--- src/rtl/sar_pkg.sv ---
package sar_pkg;
   typedef enum logic {
      ST_IDLE = 1'b0,
      ST_CONV = 1'b1
   } conv_state_e;
endpackage

--- src/rtl/sar_start_detect.sv ---
module sar_start_detect #(
   parameter int SYNC_STAGES = 2
) (
   input  logic clk,
   input  logic rst_n,
   input  logic cs_n,
   input  logic rd_n,
   input  logic hben,
   output logic start
);
   logic req_raw;
   logic req_s;
   logic req_d;

   if (SYNC_STAGES < 0 || SYNC_STAGES > 4) begin : g_bad_sync
      $error("SYNC_STAGES must be 0..4");
   end

   // request formed before synchronisation so all three inputs are seen together
   assign req_raw = !cs_n && !rd_n && !hben;

   if (SYNC_STAGES == 0) begin : g_nosync
      assign req_s = req_raw;
   end else if (SYNC_STAGES == 1) begin : g_sync1
      logic sh;
      always_ff @(posedge clk or negedge rst_n) begin
         if (!rst_n) sh <= 1'b0;
         else        sh <= req_raw;
      end
      assign req_s = sh;
   end else begin : g_syncn
      logic [SYNC_STAGES-1:0] sh;
      always_ff @(posedge clk or negedge rst_n) begin
         if (!rst_n) sh <= '0;
         else        sh <= {sh[SYNC_STAGES-2:0], req_raw};
      end
      assign req_s = sh[SYNC_STAGES-1];
   end

   always_ff @(posedge clk or negedge rst_n) begin
      if (!rst_n) req_d <= 1'b0;
      else        req_d <= req_s;
   end

   assign start = req_s && !req_d;
endmodule

--- src/rtl/sar_sequencer.sv ---
module sar_sequencer
   import sar_pkg::*;
#(
   parameter int WIDTH  = 12,
   parameter int SETTLE = 1,
   localparam int FRAME = SETTLE + WIDTH,
   localparam int PW    = $clog2(FRAME),
   localparam int IW    = $clog2(WIDTH)
) (
   input  logic          clk,
   input  logic          rst_n,
   input  logic          start,
   output logic          busy,
   output logic          load,
   output logic          decide,
   output logic          done,
   output logic [IW-1:0] bit_idx
);
   localparam logic [PW-1:0] LAST = PW'(FRAME - 1);

   conv_state_e   state;
   logic [PW-1:0] phase;
   int            idx_i;

   if (WIDTH < 2) begin : g_bad_width
      $error("WIDTH must be at least 2");
   end
   if (SETTLE < 1) begin : g_bad_settle
      $error("SETTLE must be at least 1");
   end

   assign busy   = (state == ST_CONV);
   assign load   = start && !busy;
   assign decide = busy && (int'(phase) >= SETTLE);
   assign done   = busy && (phase == LAST);

   always_comb begin
      if (int'(phase) < SETTLE) idx_i = WIDTH - 1;
      else                      idx_i = WIDTH - 1 - (int'(phase) - SETTLE);
      bit_idx = IW'(idx_i);
   end

   always_ff @(posedge clk or negedge rst_n) begin
      if (!rst_n) begin
         state <= ST_IDLE;
         phase <= '0;
      end else begin
         case (state)
            ST_IDLE: begin
               if (start) begin
                  state <= ST_CONV;
                  phase <= '0;
               end
            end
            default: begin
               if (phase == LAST) state <= ST_IDLE;
               else               phase <= phase + PW'(1);
            end
         endcase
      end
   end

   // a start edge inside a running frame never sends the frame back to phase 0
   assert_ignore_restart_R9: assert property (@(posedge clk) disable iff (!rst_n)
      (busy && start && phase != LAST) |=> (phase != '0));
endmodule

--- src/rtl/sar_datapath.sv ---
module sar_datapath #(
   parameter int WIDTH = 12,
   localparam int IW = $clog2(WIDTH)
) (
   input  logic             clk,
   input  logic             rst_n,
   input  logic             load,
   input  logic             decide,
   input  logic             done,
   input  logic             busy,
   input  logic [IW-1:0]    bit_idx,
   input  logic             comp_in,
   output logic [WIDTH-1:0] dac_code,
   output logic [WIDTH-1:0] result
);
   logic [WIDTH-1:0] sar;
   logic [WIDTH-1:0] mask;
   logic [WIDTH-1:0] kept;

   assign mask     = {{(WIDTH-1){1'b0}}, 1'b1} << bit_idx;
   assign kept     = comp_in ? (sar | mask) : sar;
   assign dac_code = busy ? (sar | mask) : sar;

   always_ff @(posedge clk or negedge rst_n) begin
      if (!rst_n) begin
         sar    <= '0;
         result <= '0;
      end else begin
         if (load)        sar <= '0;
         else if (decide) sar <= kept;
         if (done)        result <= kept;
      end
   end
endmodule

--- src/rtl/sar_conv_ctrl.sv ---
module sar_conv_ctrl #(
   parameter int WIDTH       = 12,
   parameter int SETTLE      = 1,
   parameter int SYNC_STAGES = 2,
   localparam int FRAME = SETTLE + WIDTH,
   localparam int IW    = $clog2(WIDTH),
   localparam int CW    = $clog2(FRAME + 1)
) (
   input  logic             clk,
   input  logic             rst_n,
   input  logic             cs_n,
   input  logic             rd_n,
   input  logic             hben,
   input  logic             comp_in,
   output logic [WIDTH-1:0] dac_code,
   output logic             busy_n,
   output logic [WIDTH-1:0] result
);
   localparam logic [WIDTH-1:0] MSB_MASK = {1'b1, {(WIDTH-1){1'b0}}};

   logic          start;
   logic          busy;
   logic          load;
   logic          decide;
   logic          done;
   logic [IW-1:0] bit_idx;

   sar_start_detect #(.SYNC_STAGES(SYNC_STAGES)) u_start (
      .clk(clk), .rst_n(rst_n), .cs_n(cs_n), .rd_n(rd_n), .hben(hben),
      .start(start)
   );

   sar_sequencer #(.WIDTH(WIDTH), .SETTLE(SETTLE)) u_seq (
      .clk(clk), .rst_n(rst_n), .start(start), .busy(busy), .load(load),
      .decide(decide), .done(done), .bit_idx(bit_idx)
   );

   sar_datapath #(.WIDTH(WIDTH)) u_dp (
      .clk(clk), .rst_n(rst_n), .load(load), .decide(decide), .done(done),
      .busy(busy), .bit_idx(bit_idx), .comp_in(comp_in),
      .dac_code(dac_code), .result(result)
   );

   assign busy_n = !busy;

   // frame-length window counted here, not by a long $past
   logic [CW-1:0] low_cnt;
   always_ff @(posedge clk or negedge rst_n) begin
      if (!rst_n)      low_cnt <= '0;
      else if (busy_n) low_cnt <= '0;
      else             low_cnt <= low_cnt + CW'(1);
   end

   assert_frame_len_R4: assert property (@(posedge clk) disable iff (!rst_n)
      $rose(busy_n) |-> (low_cnt == CW'(FRAME)));

   assert_sar_cleared_R3: assert property (@(posedge clk) disable iff (!rst_n)
      $fell(busy_n) |-> (dac_code == MSB_MASK));

   assert_done_latch_R7: assert property (@(posedge clk) disable iff (!rst_n)
      $rose(busy_n) |-> (result == dac_code));

   assert_result_hold_R8: assert property (@(posedge clk) disable iff (!rst_n)
      !busy_n |=> (busy_n || $stable(result)));
endmodule

--- config.mk ---
export PLATFORM = sky130hd
export DESIGN_NAME = sar_conv_ctrl
export DESIGN_NICKNAME = d
export VERILOG_FILES = /design/src/rtl/sar_pkg.sv /design/src/rtl/sar_start_detect.sv /design/src/rtl/sar_sequencer.sv /design/src/rtl/sar_datapath.sv /design/src/rtl/sar_conv_ctrl.sv
export SDC_FILE = /design/constraint.sdc
export NUM_CORES = 1
export LEC_CHECK = 0
export BUFFER_PORTS_ARGS = -buffer_cell sky130_fd_sc_hd__buf_2
export CORE_MARGIN = 4
export CORE_UTILIZATION = 33
export CTS_BUF_LIST = sky130_fd_sc_hd__clkbuf_16
export DETAILED_ROUTE_END_ITERATION = 10
export SKIP_LAST_GASP = 1
export SLEW_MARGIN = 10
export SYNTH_ARGS = -nofsm -noshare
export SYNTH_HDL_FRONTEND = slang
export SYNTH_SLANG_ARGS = --single-unit
--- constraint.sdc ---
create_clock -name clk -period 3.5 [get_ports clk]
set_input_delay 0.7 -clock clk [delete_from_list [all_inputs] [get_ports clk]]
set_output_delay 0.7 -clock clk [all_outputs]
set_load 0.1 [all_outputs]
==> results.json <==
{
  "outcome": "complete, no violations",
  "reg2reg_slack_ps": 1450,
  "synth.distinct_cells": 40,
  "synth_area_um2": 1700,
  "clkTransAtPathRegs_ps": 50,
  "placed_area_um2": 1910,
  "cts-root-buf": "clkbuf_16",
  "r2r-end": "u_dp.sar[3]",
  "numClockSinks": 32,
  "crit_family": "buffers and inverters",
  "cts_max_level": 2,
  "cap_viol_max_count": 0,
  "slew_violations": 0,
  "grt_max_degree": 33,
  "numPortBuffers": 30,
  "fp.dieH_um": 79.8,
  "rsz0062_at_grt": "false",
  "setup_viol": 0,
  "drive_above_1_share_pct": 30.5,
  "worstPathCellList": "inv_1, ha_1, nor3b_2, o21ai_1, o21bai_2, buf_2",
  "antenna_found_initial": 0,
  "yosysTopAreaCell": "dfrtp_1",
  "avgSynthCellArea_um2": 9.94,
  "firstDrtPassIters": 4,
  "min_to": "u_start.g_syncn.sh[1]",
  "reg2regPathDepth": 5,
  "seq_area_frac_synth_pct": 47.1,
  "critPathLaunchType": "flip-flop",
  "postCtsHoldBufs": 0,
  "fin_skew_ps": 3.91,
  "grt_pass1_vias": 1294,
  "synthArstFlopShare_pct": 100,
  "holdPathStages": 0,
  "track_usage_pct": 14.0,
  "worstMarginPinSlew_ps": 712,
  "period_share_pct": 93.5,
  "vias": 1374,
  "hp-class": "flip-flop to flip-flop",
  "fp-row-count": 25,
  "finalHoldViolations": 0,
  "start_util_pct": 35.1,
  "rr_startpoint": "u_seq.phase[1]",
  "synth_nets": 182,
  "critPathSlowestCell": "dfrtp_2",
  "routedWlPerCell_um": 14.7,
  "grt_pass1_wl_mm": 6.81,
  "synth_top_area_share_pct": 47.1,
  "path_class": "flip-flop to primary output",
  "num-nets-final": 213,
  "cts_tree": "done",
  "clkLatencyLatePin_ps": 280,
  "core_um2": 4850,
  "die-area_um2": 6360,
  "fin_crit_ps": 3270,
  "hold_path_startpoint": "u_start.g_syncn.sh[0]",
  "dp_hpwl_mm": 2.83,
  "via_per_inst": 5.09,
  "drt-total-wl_mm": 3.97,
  "syn_inst": 171,
  "yosys-top-cells-area": "dfrtp_1 47%, nand2_1 8.4%, o21bai_1 5.3%, ha_1 3.7%, nand3_1 2.6%",
  "yosys_most_used_dff": "dfrtp_1",
  "top_level_ports": 31,
  "cp_num_buf_inv": 2,
  "grt.overflow.total": 0,
  "ys_ff_latch": 32,
  "numCtsBuffers": 5,
  "path_max_fanout": 11,
  "fin_ws_ps": 227,
  "max_freq_mhz": 305,
  "clk_path_buf_depth": 2,
  "drtAntennaViolNets": 0,
  "gp_congestion": 0.796,
  "crit_path_end_kind": "primary output",
  "critPathMaxStageDelay_ps": 490,
  "max_slew_margin_pct": 52.5,
  "synth-edff-count": 0,
  "fp.dieW_um": 79.8,
  "cp.arrival_ps": 2570,
  "dp_slack_ps": 356,
  "ys_warn_count": 0,
  "area_growth_syn_to_layout_pct": 21.3,
  "cp.required_ps": 2800,
  "diodes": 0,
  "drt_iter0_drc": 76,
  "postLayoutCellArea_um2": 2060,
  "drc": 0
}
==> kinds of logic (layout without fill, tap and decap cells) <==
logic type,after synthesis,in the layout,share of synthesized area (%)
DFF,32,32,47.1
xor gates and xnor gates,1,1,0.515
buffers and inverters,13,45,4.05
adders and majority gates,5,5,3.68
muxes,3,3,1.77
AOI/OAI and AO/OA,42,42,18.9
and+or+nand+nor,75,75,24.0
==> synthesized netlist by cell type, types with 2 or more instances <==
cell type / number
a31oi_1: 4
dfrtp_1: 32
or3_4: 2
nand2b_4: 2
nor3_1: 3
nor2_1: 5
buf_2: 4
o21ai_1: 8
inv_1: 5
nor3b_2: 2
ha_1: 5
buf_4: 2
and2_1: 2
a21oi_1: 4
o21bai_1: 12
o31ai_1: 2
o21ai_2: 5
nand4_1: 3
mux2i_1: 3
nand3_1: 9
nand2_1: 38
==> repair_timing <==
action                                  in CTS  in global routing
endpoints found under the setup margin       0                  3
gates resized for setup                      0                  5
buffers inserted                             0                  0
==> area by class of cell <==
type	count	area [um2]
sequential	32	802
multi-input combinational	126	847
clock inverter	3	13.8
timing repair buffer	32	173
tap	67	83.8
inverter	5	18.8
fill	489	2790
clock buffer	5	125
==> state kept, by name (all words and copies together) (netlist names) <==
register,count
u_seq.busy,1
u_dp.sar,12
u_dp.result,12
u_start.g_syncn.sh,2
u_start.req_d,1
u_seq.phase,4
==> placed cells by master, fill, tap and decap left out, drive strengths merged, types with 2 or more instances in the layout <==
cell type  netlist  routed
o31ai            3       3
nor3b            2       2
nand2b           3       3
a31oi            4       4
nand3           10      10
mux2i            3       3
and2             2       2
or3              2       2
nand2           38      38
inv              5       5
o21ai           14      14
ha               5       5
nor3             3       3
clkinv           0       3
buf              7      29
nor2             7       7
clkbuf           1       8
a41oi            2       2
o21bai          12      12
nand4            3       3
dfrtp           32      32
a21oi            4       4
==> worst max-delay path by stage <==
stage | start | endpoint | slack [ps] | depth (start not counted)
after floorplan | u_seq.phase[0] | dac_code[0] | -240 | 8
after global placement | u_seq.phase[1] | dac_code[4] | 500 | 7
after detailed placement | u_seq.phase[1] | dac_code[0] | 360 | 7
after CTS | u_seq.phase[1] | dac_code[0] | 40 | 7
after global routing | u_seq.phase[1] | dac_code[3] | 30 | 6
final | u_seq.phase[1] | dac_code[7] | 230 | 6
==> worst reg2reg max path: stages, from the launching register on <==
cell and delay, ps:
dfrtp_2 490, inv_1 110, ha_1 380, nor3b_2 380, o21ai_1 290, o31ai_2 310
==> stage by stage <==
stage	hold WS (ps)	utilization, %	setup TNS [ps]	cells
global route	376	42.6	0	270
global placement	336	39.4	0	262
floorplan	331	-	-709	171
finish	352	42.6	0	270
CTS	354	42.3	0	270
detailed placement	340	39.4	0	262
==> per-layer routing <==
layer	share of wire, %	track usage, %
met4	1.3	5.07
met2	43	19.3
met5	0	0
met1	51	20.9
met3	5.2	3.50
Power is not shown: default switching activity piles up to over one toggle a cycle in this logic, so the estimate is an artifact.
